<file path="config.mk">
export PLATFORM = sky130hd
export DESIGN_NAME = pinport_irq_ctrl
export DESIGN_NICKNAME = d
export VERILOG_FILES = /design/src/rtl/pinport_pkg.sv /design/src/rtl/pinport_sync.sv /design/src/rtl/pinport_debounce.sv /design/src/rtl/pinport_irq_unit.sv /design/src/rtl/pinport_irq_ctrl.sv
export SDC_FILE = /design/constraint.sdc
export NUM_CORES = 1
export LEC_CHECK = 0
export BUFFER_PORTS_ARGS = -buffer_cell sky130_fd_sc_hd__clkbuf_2
export CAP_MARGIN = 20
export CELL_PAD_IN_SITES_DETAIL_PLACEMENT = 1
export CELL_PAD_IN_SITES_GLOBAL_PLACEMENT = 1
export CORE_UTILIZATION = 44
export DETAILED_ROUTE_END_ITERATION = 10
export PLACE_DENSITY = 0.86
export REMOVE_ABC_BUFFERS = 1
export SLEW_MARGIN = 10
export SYNTH_ARGS = -nofsm -noshare
export SYNTH_HDL_FRONTEND = slang
export SYNTH_SLANG_ARGS = --single-unit
export TNS_END_PERCENT = 10
</file>
<file path="constraint.sdc">
create_clock -name clk -period 2.1 [get_ports clk]
set_clock_uncertainty 0.2 [all_clocks]
set_input_delay 0.105 -clock clk [delete_from_list [all_inputs] [get_ports clk]]
set_output_delay 0.105 -clock clk [all_outputs]
set_load 0.01 [all_outputs]
</file>
<file path="src/rtl/pinport_pkg.sv">
package pinport_pkg;

    localparam int PIN_W = 8;
    localparam int SEL_W = 3;

    localparam int PORT_A = 0;
    localparam int PORT_B = 1;
    localparam int PORT_F = 5;

    typedef logic [PIN_W-1:0] pin_vec_t;

    typedef enum logic [SEL_W-1:0] {
        SEL_DATA = 3'd0,
        SEL_DIR  = 3'd1,
        SEL_IEN  = 3'd2,
        SEL_TRIG = 3'd3,
        SEL_POL  = 3'd4,
        SEL_DEB  = 3'd5,
        SEL_CLR  = 3'd6,
        SEL_PEND = 3'd7
    } reg_sel_e;

    typedef struct packed {
        pin_vec_t ien;
        pin_vec_t trig;
        pin_vec_t pol;
        pin_vec_t deb;
    } pin_cfg_t;

    function automatic logic port_has_irq(input int p);
        return (p == PORT_A) || (p == PORT_B) || (p == PORT_F);
    endfunction

endpackage

</file>
<file path="src/rtl/pinport_sync.sv">
module pinport_sync #(
    parameter int W = 8
) (
    input  logic         clk,
    input  logic         rst,
    input  logic [W-1:0] d,
    output logic [W-1:0] q
);
    logic [W-1:0] meta_q;
    logic [W-1:0] stab_q;

    always_ff @(posedge clk) begin
        if (rst) begin
            meta_q <= '0;
            stab_q <= '0;
        end else begin
            meta_q <= d;
            stab_q <= meta_q;
        end
    end

    assign q = stab_q;
endmodule

</file>
<file path="src/rtl/pinport_debounce.sv">
module pinport_debounce
    import pinport_pkg::*;
#(
    parameter int DB_TICKS = 4,
    localparam int CNT_W = $clog2(DB_TICKS + 1)
) (
    input  logic     clk,
    input  logic     rst,
    input  logic     tick,
    input  pin_vec_t deb_en,
    input  pin_vec_t din,
    output pin_vec_t dout
);
    for (genvar i = 0; i < PIN_W; i++) begin : g_pin
        logic [CNT_W-1:0] cnt_q;
        logic             filt_q;

        always_ff @(posedge clk) begin
            if (rst) begin
                cnt_q  <= '0;
                filt_q <= 1'b0;
            end else if (!deb_en[i]) begin
                cnt_q  <= '0;
                filt_q <= din[i];
            end else if (din[i] == filt_q) begin
                cnt_q <= '0;
            end else if (tick) begin
                if (cnt_q == CNT_W'(DB_TICKS - 1)) begin
                    cnt_q  <= '0;
                    filt_q <= din[i];
                end else begin
                    cnt_q <= cnt_q + 1'b1;
                end
            end
        end

        assign dout[i] = filt_q;
    end
endmodule

</file>
<file path="src/rtl/pinport_irq_unit.sv">
module pinport_irq_unit
    import pinport_pkg::*;
#(
    parameter int DB_TICKS = 4
) (
    input  logic     clk,
    input  logic     rst,
    input  logic     tick,
    input  pin_vec_t pin_s,
    input  logic     we,
    input  reg_sel_e sel,
    input  pin_vec_t wdata,
    output pin_vec_t rd_val,
    output pin_vec_t pend
);
    pin_cfg_t cfg_q;
    pin_vec_t filt;
    pin_vec_t prev_q;
    pin_vec_t stat_q;
    pin_vec_t clr_mask;
    pin_vec_t hit;
    pin_vec_t lvl;

    always_ff @(posedge clk) begin
        if (rst) begin
            cfg_q <= '0;
        end else if (we) begin
            case (sel)
                SEL_IEN:  cfg_q.ien  <= wdata;
                SEL_TRIG: cfg_q.trig <= wdata;
                SEL_POL:  cfg_q.pol  <= wdata;
                SEL_DEB:  cfg_q.deb  <= wdata;
                default:  ;
            endcase
        end
    end

    pinport_debounce #(.DB_TICKS(DB_TICKS)) u_deb (
        .clk    (clk),
        .rst    (rst),
        .tick   (tick),
        .deb_en (cfg_q.deb),
        .din    (pin_s),
        .dout   (filt)
    );

    assign clr_mask = (we && sel == SEL_CLR) ? wdata : '0;
    assign hit = (cfg_q.pol & filt & ~prev_q) | (~cfg_q.pol & ~filt & prev_q);
    assign lvl = (cfg_q.pol & filt) | (~cfg_q.pol & ~filt);

    always_ff @(posedge clk) begin
        if (rst) begin
            prev_q <= '0;
            stat_q <= '0;
        end else begin
            prev_q <= filt;
            stat_q <= (cfg_q.trig & ((stat_q & ~clr_mask) | hit))
                    | (~cfg_q.trig & lvl);
        end
    end

    assign pend = stat_q & cfg_q.ien;

    always_comb begin
        case (sel)
            SEL_IEN:  rd_val = cfg_q.ien;
            SEL_TRIG: rd_val = cfg_q.trig;
            SEL_POL:  rd_val = cfg_q.pol;
            SEL_DEB:  rd_val = cfg_q.deb;
            SEL_PEND: rd_val = pend;
            default:  rd_val = '0;
        endcase
    end
endmodule

</file>
<file path="src/rtl/pinport_irq_ctrl.sv">
module pinport_irq_ctrl
    import pinport_pkg::*;
#(
    parameter int NUM_PORTS = 8,
    parameter int DB_TICKS  = 4,
    parameter int TICK_DIV  = 16,
    localparam int PORT_W = $clog2(NUM_PORTS),
    localparam int ADDR_W = PORT_W + SEL_W,
    localparam int PADS   = NUM_PORTS * PIN_W
) (
    input  logic              clk,
    input  logic              rst,
    input  logic [ADDR_W-1:0] bus_addr,
    input  logic              bus_we,
    input  logic [31:0]       bus_wdata,
    output logic [31:0]       bus_rdata,
    input  logic [PADS-1:0]   pad_in,
    output logic [PADS-1:0]   pad_out,
    output logic [PADS-1:0]   pad_oe,
    output logic              irq_ab,
    output logic [PIN_W-1:0]  irq_f
);
    logic [PORT_W-1:0] port_idx;
    reg_sel_e          sel;
    pin_vec_t          wbyte;
    logic [PADS-1:0]   pad_s;
    logic              tick;

    logic [NUM_PORTS-1:0][PIN_W-1:0] port_rd;
    logic [NUM_PORTS-1:0][PIN_W-1:0] pend_q;
    pin_vec_t pend_a;
    pin_vec_t pend_b;
    pin_vec_t pend_f;

    assign port_idx = bus_addr[ADDR_W-1:SEL_W];
    assign sel      = reg_sel_e'(bus_addr[SEL_W-1:0]);
    assign wbyte    = bus_wdata[PIN_W-1:0];

    if (TICK_DIV <= 1) begin : g_tick_every
        assign tick = 1'b1;
    end else begin : g_tick_div
        localparam int TW = $clog2(TICK_DIV);
        logic [TW-1:0] tcnt_q;
        always_ff @(posedge clk) begin
            if (rst)                                tcnt_q <= '0;
            else if (tcnt_q == TW'(TICK_DIV - 1))   tcnt_q <= '0;
            else                                    tcnt_q <= tcnt_q + 1'b1;
        end
        assign tick = (tcnt_q == TW'(TICK_DIV - 1));
    end

    pinport_sync #(.W(PADS)) u_sync (
        .clk (clk),
        .rst (rst),
        .d   (pad_in),
        .q   (pad_s)
    );

    for (genvar p = 0; p < NUM_PORTS; p++) begin : g_port
        pin_vec_t data_q;
        pin_vec_t dir_q;
        pin_vec_t irq_rd;
        pin_vec_t pin_s;
        logic     port_we;

        assign pin_s   = pad_s[p*PIN_W +: PIN_W];
        assign port_we = bus_we && (port_idx == PORT_W'(p));

        always_ff @(posedge clk) begin
            if (rst) begin
                data_q <= '0;
                dir_q  <= '0;
            end else if (port_we) begin
                if (sel == SEL_DATA) data_q <= wbyte;
                if (sel == SEL_DIR)  dir_q  <= wbyte;
            end
        end

        assign pad_out[p*PIN_W +: PIN_W] = data_q;
        assign pad_oe[p*PIN_W +: PIN_W]  = dir_q;

        if (port_has_irq(p)) begin : g_irq
            pinport_irq_unit #(.DB_TICKS(DB_TICKS)) u_irq (
                .clk    (clk),
                .rst    (rst),
                .tick   (tick),
                .pin_s  (pin_s),
                .we     (port_we),
                .sel    (sel),
                .wdata  (wbyte),
                .rd_val (irq_rd),
                .pend   (pend_q[p])
            );
        end else begin : g_plain
            assign irq_rd    = '0;
            assign pend_q[p] = '0;
        end

        assign port_rd[p] = (sel == SEL_DATA) ? ((dir_q & data_q) | (~dir_q & pin_s))
                          : (sel == SEL_DIR)  ? dir_q
                          : irq_rd;
    end

    always_comb begin
        bus_rdata = '0;
        if (int'(port_idx) < NUM_PORTS) bus_rdata[PIN_W-1:0] = port_rd[port_idx];
    end

    assign pend_a = pend_q[PORT_A];
    assign pend_b = pend_q[PORT_B];
    assign pend_f = pend_q[PORT_F];

    assign irq_ab = (|pend_a) | (|pend_b);
    assign irq_f  = pend_f;

endmodule

</file>
==> qor.tcl, run 1 <==
set qor(clock_tree.buffer_depth) 3
set qor(worst_pin_slew_ns) 0.7200
set qor(reg2reg_to) {g_port[1].g_irq.u_irq.u_deb.g_pin[4].filt_q$_SDFFE_PP0P_}
set qor(routed_wire_length_mm) 100.7
set qor(placement.io_buffers) 225
set qor(worst-endpoint-arrival_ns) 2.62
set qor(failed_checks) {negative setup slack}
set qor(drc_violation_count_after_routing) 0
set qor(htreeDepth) 2
set qor(number_of_global_route_vias_before_repair) 23680
set qor(ant_nets) 0
set qor(die_x_um) 223.8
set qor(drive_gt1_frac) 0.2156
set qor(async_s_r_ff_share_synth) 0
set qor(whs_path_depth) 3
set qor(cell_count_after_synthesis) 2455
set qor(ys_ff_latch) 500
set qor(total_number_of_nets_in_the_final_design) 3071
set qor(crit_path_max_fanout) 1
set qor(clock-sinks) 500
set qor(numCtsBuffers) 53
set qor(finalWorstPathRequiredPeriod_ns) 2.927
set qor(tritoncts) {yes}
set qor(synth.avg_cell_area_um2) 8.814
set qor(status) {finished with violations}
set qor(max-cap-violations) 0
set qor(placement_rows) 80
set qor(setup_repair_after_global_routing_missed_its_margin) {yes}
set qor(clk_latency_ns) 0.65
set qor(grt_pass1_wl_mm) 146.8
set qor(holdCritStartpoint) {pad_in[18]}
set qor(initialDrtViolationCount) 2246
set qor(cts.clk_slew.worst_paths_ns) 0.07
set qor(io_pins) 274
set qor(crit_path_largest_cell_delay_ns) 0.59
set qor(dp_hpwl_mm) 60.81
set qor(max_freq_mhz) 341.7
set qor(finalWorstSetupSlack_ns) -0.8266
set qor(grt_antenna_before_repair) 7
set qor(detailed_place.area_um2) 24770
set qor(hold_slack_ns) 0.03772
set qor(grt_start_max_net_pins) 80
set qor(worst_r2r_path_depth) 6
set qor(crit_path_top_delay_cell) {o21ai_0}
set qor(p_total_uw) 21440
set qor(worstReg2RegStart) {g_tick_div.tcnt_q[1]$_SDFF_PP0_}
set qor(total_of_fill_cells_in_the_finished_design) 5432
set qor(synth_area_um2) 21640
set qor(coreArea_um2) 48150
set qor(area.growth.synth_to_final_pct) 28.73
set qor(post_drt_wl_per_cell_um) 28.03
set qor(synth-edff-count) 0
set qor(pre_cts_ws_ns) -0.3173
set qor(overflow_left_after_global_routing) 0
set qor(dieArea_um2) 50070
set qor(max-vdd-ir-drop_v) 0.0007450
set qor(multiInputGateArea_um2) 10890
set qor(final_report_setup_violation_count) 11
set qor(place.gp.congestion) 0.9484
set qor(global_route.usage.total) 0.3857
set qor(die_height_um) 223.8
set qor(hold_viol_final) 0
set qor(layout.area.seq_um2) 10030
set qor(mostFrequentLayoutCells) {486 x dfxtp_1, 256 x nor2_1, 240 x nand2_1}
set qor(critPathRequiredTime_ns) 1.79
set qor(crit_path_start_kind) {flip-flop}
set qor(drt_pass1_iterations) 6
set qor(cellLeakagePower_uw) 0.01137
set qor(crit_path_end_kind) {primary output}
set qor(timing.hold.worst.class) {in -> reg}
set qor(post_synth_num_cell_types) 57
set qor(yosys_synthesis_warning_count) 0
set qor(layout_commonest_cell) {dfxtp_1}
set qor(critical_path.startpoint) {u_sync.q[57]$_SDFF_PP0_}
set qor(cts-root-buf) {clkbuf_16}
set qor(slew_viol_final) 0
set qor(worstSetupPathType) {reg -> out}
set qor(final_cell_area_um2) 27850
set qor(synth_sequential_area_ratio) 0.4626
set qor(max_slew_margin) 0.5149
set qor(fin_crit_sh) 1.394
set qor(endpoint) {bus_rdata[1]}
set qor(initial_core_utilization) 0.4494
set qor(detailroute.via_count) 22190
set qor(timing.critical_path.cells) {nand2b_1 > o21ai_0 > a21oi_1 > o221ai_1 > o32a_1 > clkbuf_2}
set qor(power.density_nw_per_um2) 769.8
set qor(vias_per_cell) 6.174
set qor(setup.reg_to_reg.worst_slack_ns) 0.02
set qor(synthFlopType) {dfxtp_1}
worst max-delay path: cells and delay by family (launching register included):
kind	cells	cell delay, ns
buf+inv	1	0.19
compound gates	4	1.38
flops	1	0.32
simple gates	1	0.09
state kept, by name (all words and copies together), names as in the netlist:
| register | cells |
|---|---|
| g_port.g_irq.u_irq.u_deb.g_pin.filt_q | 24 |
| g_port.data_q | 64 |
| g_port.g_irq.u_irq.cfg_q | 96 |
| g_tick_div.tcnt_q | 4 |
| u_sync.meta_q | 64 |
| g_port.dir_q | 64 |
| u_sync.q | 64 |
| g_port.g_irq.u_irq.u_deb.g_pin.cnt_q | 72 |
| g_port.g_irq.u_irq.stat_q | 24 |
| g_port.g_irq.u_irq.prev_q | 24 |
kinds of logic (layout without fill, tap and decap cells):
family                     after synthesis  after routing  share of synthesized area
and+or+nand+nor                        887            887                     0.1987
AOI/OAI and AO/OA                      522            522                     0.1456
DFF                                    500            500                     0.4626
buffers and inverters                  255            713                    0.05135
muxes                                  192            192                    0.08928
adders and majority gates               73             73                    0.04221
xor gates and xnor gates                25             25                    0.01012
other                                    1             26                  0.0001733
through the flow:
step,util,cells,TNS (ns)
after floorplan,-,2291,-186.96
after global placement,0.5146,3393,-2.997
after global routing,0.5784,3592,-5.546
after detailed placement,0.5146,3393,-2.544
after CTS,0.5752,3591,-4.228
final,0.5785,3594,-5.159
timing repair:
action,in CTS,in global routing
setup buffers,1,1
hold endpoints to repair,311,0
setup endpoints to repair,9,37
resized for setup,41,58
pin swaps,20,20
hold buffers,99,0
per-layer routing:
metal / up-vias / track usage / share of wire
met1: 10850 / 0.4372 / 0.37
met2: 1511 / 0.6380 / 0.46
met5: - / 0 / 0.00052
met4: 8 / 0.2667 / 0.079
li1: 9259 / - / -
met3: 564 / 0.09719 / 0.095
cell usage after synthesis (10+ instances only):
cell type	instances	area [um^2]
a21o_1	14	105.1
a21oi_1	200	1001
a221oi_1	37	324.1
a22o_1	10	87.58
a311oi_1	22	192.7
buf_1	15	56.30
buf_2	26	130.1
buf_4	26	195.2
clkbuf_1	116	435.4
dfxtp_1	500	10010
ha_1	73	913.4
inv_1	67	251.5
mux2i_1	184	1842
nand2_1	240	900.9
nand2b_1	43	269.0
nand3_1	103	515.5
nand3b_1	23	172.7
nor2_1	256	960.9
nor2b_1	164	1026
o21ai_0	171	855.8
xor2_1	18	157.7
cell type report:
type                       count  area share
antenna                        2   0.0001797
clock buffer                  79     0.05727
clock inverter                19    0.006468
inverter                      68    0.009164
multi-input combinational   1723      0.3908
sequential                   500      0.3600
tap                          656     0.02947
timing repair buffer         547      0.1467
where the power goes:
| part | switching (uW) | total, uW | internal [uW] |
|---|---|---|---|
| sequential | 166 | 9840 | 9670 |
| combinational | 1040 | 1720 | 679 |
| clock | 4370 | 9890 | 5520 |
how the worst min path moves through the flow:
stage | to | slack (ns)
after global placement | u_sync.meta_q[10]$_SDFF_PP0_ | 0.11
after global routing | u_sync.meta_q[9]$_SDFF_PP0_ | 0.05
after detailed placement | u_sync.meta_q[31]$_SDFF_PP0_ | 0.12
final | u_sync.meta_q[18]$_SDFF_PP0_ | 0.04
after CTS | u_sync.meta_q[55]$_SDFF_PP0_ | 0.0004
after floorplan | g_port[0].g_irq.u_irq.prev_q[0]$_SDFF_PP0_ | -0.03
No activity file was read; power rests on OpenSTA's default activity.
==> inputs of run 2 (changes only) <==
- ABC_AREA: default -> 1
- CORE_MARGIN: default -> 2
- CORE_UTILIZATION: 44 -> 43
==> run 2 against run 1 <==
Cell count increased by 8.9%. The flow still finishes with violations (negative setup slack). Via count increased by 1.0%. Power increased by 0.12%. Global-route usage decreased by 4.7 points. Maximum frequency increased by 26%. Sequential share of layout area increased by 0.54 points. Register-to-register slack improved by 0.03 ns. First-iteration DRC count decreased by 17%. Final area decreased by 0.76%. Routed wire length decreased by 9.3%. Sequential cell count unchanged. Area after synthesis increased by 0.98%.
==> qor.tcl, run 2 <==
set qor(status) {finished with violations}
set qor(failed_checks) {negative setup slack}
set qor(clock_power_share) 0.464
set qor(die_x_um) 229.4
set qor(cts.clk_slew.worst_paths_ns) 0.07
set qor(worstSetupPathType) {reg -> out}
set qor(cell_count_after_synthesis) 2843
set qor(global_route.usage.total) 0.3383
set qor(ys_ff_latch) 500
set qor(initialDrtViolationCount) 1858
set qor(hold_viol_final) 0
set qor(cellLeakagePower_uw) 0.01190
set qor(drive_gt1_frac) 0.2014
set qor(placement_rows) 82
set qor(finalWorstSetupSlack_ns) -0.2277
set qor(clk_latency_ns) 0.61
set qor(worst-endpoint-arrival_ns) 2.02
set qor(crit_path_start_kind) {flip-flop}
set qor(synthFlopType) {dfxtp_1}
set qor(fin_crit_sh) 1.108
set qor(slew_viol_final) 0
set qor(tritoncts) {yes}
set qor(total_number_of_nets_in_the_final_design) 3376
set qor(synth-edff-count) 0
set qor(largest_register_ffs) 96
set qor(crit_path_top_delay_cell) {dfxtp_1}
set qor(synth_area_leaders) {dfxtp_1 46%, a21oi_1 7.6%, o21ai_0 7.6%}
set qor(post_synth_num_cell_types) 39
set qor(clock_tree.buffer_depth) 3
set qor(drc_violation_count_after_routing) 0
set qor(power.switching_fraction) 0.2504
set qor(numCtsBuffers) 53
set qor(cts-root-buf) {clkbuf_16}
set qor(layout_commonest_cell) {dfxtp_1}
set qor(coreArea_um2) 50170
set qor(crit_path_largest_cell_delay_ns) 0.49
set qor(crit_path_end_kind) {primary output}
set qor(max_slew_margin) 0.4061
set qor(grt_antenna_before_repair) 6
set qor(routed_wire_length_mm) 91.37
set qor(overflow_left_after_global_routing) 0
set qor(async_s_r_ff_share_synth) 0
set qor(max-cap-violations) 0
set qor(synth_area_um2) 21850
set qor(yosysMostFrequentCell) {dfxtp_1}
set qor(detailroute.via_count) 22410
set qor(crit_path_max_fanout) 5
set qor(io_pins) 274
set qor(largest-register) {g_port.g_irq.u_irq.cfg_q}
set qor(synth_top_cell_area_share) 0.4581
set qor(synth_sequential_area_ratio) 0.4581
set qor(dp_hpwl_mm) 56.64
set qor(grt_start_max_net_pins) 154
set qor(library_cell_with_the_largest_summed_area_after_synthesis) {dfxtp_1}
set qor(drt_pass1_iterations) 5
set qor(power.density_nw_per_um2) 776.6
set qor(timing.critical_path.cells) {o21ai_0 > a21oi_2 > nand2_1 > nand3_2 > nand2_2 > inv_2 > clkbuf_2}
set qor(placement.io_buffers) 225
set qor(initial_core_utilization) 0.4355
set qor(max-vdd-ir-drop_v) 0.0007351
set qor(final_report_setup_violation_count) 8
set qor(setup_repair_after_global_routing_missed_its_margin) {yes}
set qor(area.growth.synth_to_final_pct) 26.51
set qor(timing.hold.worst.class) {in -> reg}
set qor(power_switching_uw) 5377
set qor(pwr-share-seq) 0.458
set qor(vias_per_cell) 5.728
set qor(mostFrequentLayoutCells) {441 x dfxtp_1, 368 x inv_1, 324 x a21oi_1}
set qor(combinationalPowerShare) 0.078
set qor(ant_nets) 0
set qor(worst_pin_slew_ns) 0.8908
set qor(critPathRequiredTime_ns) 1.79
set qor(htreeDepth) 2
set qor(clock-sinks) 500
set qor(post_drt_wl_per_cell_um) 23.35
set qor(grt_pass1_wl_mm) 139.4
set qor(yosys_synthesis_warning_count) 0
set qor(dieArea_um2) 52640
set qor(die_height_um) 229.4
set qor(registers_with_the_highest_flip_flop_counts) {g_port.g_irq.u_irq.cfg_q: 96 flops, g_port.g_irq.u_irq.u_deb.g_pin.cnt_q: 72 flops}
set qor(internal-power_uw) 16090
set qor(utilization) 0.5510
set qor(place.gp.congestion) 0.9244
set qor(number_of_global_route_vias_before_repair) 24210
set qor(finalWorstPathRequiredPeriod_ns) 2.328
set qor(final_tns_setup_ns) -1.575
set qor(synth.avg_cell_area_um2) 7.686
set qor(max_freq_mhz) 429.6
set qor(synth.top_cells.by_count) {500 x dfxtp_1, 393 x inv_1, 354 x nand2_1, 332 x a21oi_1, 332 x o21ai_0}
-- run 2: changes by cell type after synthesis, sizes merged, moves of 30 or more --
cell,before,now
inv,67,411
o21ai,171,368
nor2b,164,0
mux2i,184,40
a21oi,200,332
nand2,241,361
a31oi,0,48
nand2b,43,0
clkbuf,117,75
nand4,9,50
a221oi,37,0
buf,70,100
-- run 2: layer usage --
layer / track usage / wire [um]
met5: 0 / 41
met4: 0.2037 / 5528
met3: 0.06225 / 6335
met2: 0.5889 / 44790
met1: 0.3846 / 34680
-- run 2: worst paths after layout --
check	startpoint	cells past startpoint	slack, ns	end
min reg2reg	u_sync.meta_q[43]$_SDFF_PP0_	2	0.20	u_sync.q[43]$_SDFF_PP0_
min	pad_in[60]	4	0.04	u_sync.meta_q[60]$_SDFF_PP0_
max	g_port[1].dir_q[1]$_SDFFE_PP0P_	7	-0.23	bus_rdata[1]
max reg2reg	g_tick_div.tcnt_q[0]$_SDFF_PP0_	7	0.05	g_port[0].g_irq.u_irq.u_deb.g_pin[0].filt_q$_SDFFE_PP0P_
-- run 2: what timing repair did --
item | CTS | global route
hold buffers | 124 | 0
pin swaps | 37 | 37
hold endpoints to repair | 402 | 0
resized for setup | 175 | 77
endpoints found under the setup margin | 8 | 19
setup buffers | 14 | 1
-- run 2: worst max-delay path, delay by kind of cell (launching register included) --
family                 cells  cell delay, ns
AO/OA/AOI/OAI              2            0.44
buffers and inverters      2            0.20
flip-flops                 1            0.49
AND/OR/NAND/NOR            3            0.28
-- run 2: cell type report --
class | instances | area (um^2)
clock inverters | 19 | 262.8
inverters | 419 | 1602
fillers | 6047 | 22530
well taps | 672 | 840.8
diodes | 3 | 7.507
multi-input cells | 1772 | 9831
flip-flops and latches | 500 | 10100
repair buffers | 452 | 3463
clock buffers | 76 | 1535
-- run 2: through the flow --
step	area (um^2)	cells	setup slack, ns	total power [uW]	hold slack (ns)
floorplan	20990	2691	-1.134	10590	-0.02382
global placement	23940	3677	-0.3951	11280	0.09691
detailed placement	23940	3677	-0.4185	11340	0.1028
CTS	27440	3909	-0.1548	21290	0.002244
global route	27640	3912	-0.2632	21990	0.06742
finish	27640	3913	-0.2277	21470	0.04443
-- run 2: cells by family after synthesis --
group	Yosys count	synth area share
and+or+nand+nor	823	0.1672
muxes	40	0.01832
buffers and inverters	594	0.1156
AOI/OAI and AO/OA	787	0.1888
xor gates and xnor gates	25	0.01002
DFF	500	0.4581
adders and majority gates	73	0.04180
other	1	0.0001716
-- run 2: power groups by stage --
stage                     clock network, uW  registers, uW  logic, uW
after floorplan                           0           9990        604
after global placement                    0          10000       1260
after detailed placement                  0          10000       1310
after CTS                              9920           9820       1550
after global routing                  10400           9850       1760
final                                  9970           9830       1670
==> inputs of run 3 (changes only) <==
- SETUP_SLACK_MARGIN: default -> 0.4
==> run 3 against run 2 <==
Largest cell class is now multi-input combinational cells. Non-clock buffer count rose by 11. The run ends with negative hold slack, negative setup slack left. Clock power about the same. Setup slack lost 0.092 ns. Sequential power barely moved. Final area up 3.8%. Sequential cell count did not move.
==> qor.tcl, run 3 (synthesized netlist as in run 2, its figures left out) <==
set qor(cellLeakagePower_uw) 0.01210
set qor(grt_antenna_before_repair) 5
set qor(hold_slack_ns) -0.04729
set qor(drt_pass1_iterations) 6
set qor(slew_viol_final) 0
set qor(largest-register) {g_port.g_irq.u_irq.cfg_q}
set qor(finalWorstPathRequiredPeriod_ns) 2.420
set qor(numCtsBuffers) 53
set qor(layout_commonest_cell) {dfxtp_1}
set qor(initialDrtViolationCount) 2361
set qor(critPathRequiredTime_ns) 1.79
set qor(setup_repair_after_global_routing_missed_its_margin) {yes}
set qor(layout.area.seq_um2) 10160
set qor(dr_wl_met3_mm) 8.620
set qor(cts-root-buf) {clkbuf_16}
set qor(cts.clk_slew.worst_paths_ns) 0.07
set qor(post_drt_wl_per_cell_um) 25.75
set qor(power.density_nw_per_um2) 758.5
set qor(overflow_left_after_global_routing) 0
set qor(placed_cells) 3677
set qor(worst_pin_slew_ns) 0.9370
set qor(worst-endpoint-arrival_ns) 2.11
set qor(finalWorstSetupSlack_ns) -0.3199
set qor(crit_path_max_fanout) 3
set qor(tritoncts) {yes}
set qor(htreeDepth) 2
set qor(max-cap-violations) 0
set qor(dieArea_um2) 52640
set qor(crit_path_start_kind) {flip-flop}
set qor(worstSetupPathType) {reg -> out}
set qor(vias_per_cell) 5.958
set qor(registers_with_the_highest_flip_flop_counts) {g_port.g_irq.u_irq.cfg_q: 96 flops, g_port.g_irq.u_irq.u_deb.g_pin.cnt_q: 72 flops}
set qor(die_height_um) 229.4
set qor(total_number_of_nets_in_the_final_design) 3387
set qor(layout.cells.non_filler) 3922
set qor(area.growth.synth_to_final_pct) 31.25
set qor(final_report_setup_violation_count) 8
set qor(routed.top_layer) {met5}
set qor(m1WireLength_mm) 36.41
set qor(max_freq_mhz) 413.2
set qor(clk_latency_ns) 0.62
set qor(number_of_global_route_vias_before_repair) 24100
set qor(timing.hold.worst.class) {in -> reg}
set qor(io_pins) 274
set qor(max_slew_margin) 0.3753
set qor(final_cell_area_um2) 28680
set qor(detailed_place.area_um2) 23940
set qor(placement.io_buffers) 225
set qor(place.gp.congestion) 0.9244
set qor(multiInputGateArea_um2) 10640
set qor(drive_gt1_frac) 0.2542
set qor(ant_nets) 0
set qor(die_x_um) 229.4
set qor(route.met2.wl_mm) 48.92
set qor(global_route.usage.total) 0.3372
set qor(clock-sinks) 500
set qor(placement_rows) 82
set qor(grt_start_max_net_pins) 154
set qor(detailroute.via_count) 23370
set qor(routed_wire_length_mm) 101.0
set qor(mostFrequentLayoutCells) {409 x dfxtp_1, 354 x inv_1, 312 x a21oi_1}
set qor(total_of_fill_cells_in_the_finished_design) 5924
set qor(grt_pass1_wl_mm) 139.0
set qor(dp_hpwl_mm) 56.64
set qor(fin_crit_sh) 1.152
set qor(failed_checks) {negative hold slack, negative setup slack}
set qor(status) {finished with violations}
set qor(coreArea_um2) 50170
set qor(drc_violation_count_after_routing) 0
set qor(max-vdd-ir-drop_v) 0.0006400
set qor(hold_viol_final) 4
set qor(largest_register_ffs) 96
set qor(final_tns_setup_ns) -1.900
set qor(crit_path_end_kind) {primary output}
set qor(clock_tree.buffer_depth) 3
set qor(initial_core_utilization) 0.4355
run 3: worst paths after layout:
check                                    from                                                       end  slack, ns  cells after the start
max          g_port[7].data_q[0]$_SDFFE_PP0P_                                              bus_rdata[0]      -0.32                      9
min                                       rst                g_port[1].g_irq.u_irq.prev_q[1]$_SDFF_PP0_      -0.05                      3
max reg2reg   g_tick_div.tcnt_q[0]$_SDFF_PP0_  g_port[0].g_irq.u_irq.u_deb.g_pin[0].filt_q$_SDFFE_PP0P_       0.17                      7
min reg2reg      u_sync.meta_q[43]$_SDFF_PP0_                                   u_sync.q[43]$_SDFF_PP0_       0.20                      2
run 3: final cells by class:
| cell class | instances | area share |
|---|---|---|
| Clock inverter | 19 | 0.009162 |
| Clock buffer | 76 | 0.05353 |
| Multi-Input combinational cell | 1772 | 0.3708 |
| Inverter | 419 | 0.05571 |
| Tap cell | 672 | 0.02932 |
| Timing Repair Buffer | 463 | 0.1270 |
| Sequential cell | 500 | 0.3544 |
| Antenna cell | 1 | 0.00008725 |
run 3: critical path: stages (launching register included):
cell	delay, ns
dfxtp_2	0.35
o211ai_1	0.20
nand2_1	0.09
nand2_1	0.10
nand2_2	0.09
nor2_4	0.24
nand2_2	0.14
nand2_4	0.13
inv_2	0.04
buf_6	0.11
run 3: timing repair:
action	CTS	global route
setup endpoints to repair	49	114
pin swaps	49	140
hold buffers	119	2
endpoints found under the hold margin	395	33
gates resized for setup	212	309
cloned	0	1
setup buffers	11	17
run 3: stage by stage:
stage	worst slack [ns]	util	total power (uW)
floorplan	-1.134	-	10590
global route	-0.3239	0.5716	22200
global placement	-0.3951	0.4773	11280
finish	-0.3199	0.5716	21750
CTS	-0.1902	0.5492	21300
detailed placement	-0.4185	0.4773	11340
run 3: layer usage:
layer / vias to the layer above / track usage
met5: - / 0
met4: 8 / 0.1978
met3: 491 / 0.06138
met2: 1382 / 0.5851
met1: 11520 / 0.3873
li1: 9970 / -
run 3: where the power goes:
group          leakage (uW)  switching, uW  internal [uW]
Sequential          0.00412            170           9670
Combinational       0.00711           1180            635
Clock              0.000872           4280           5810
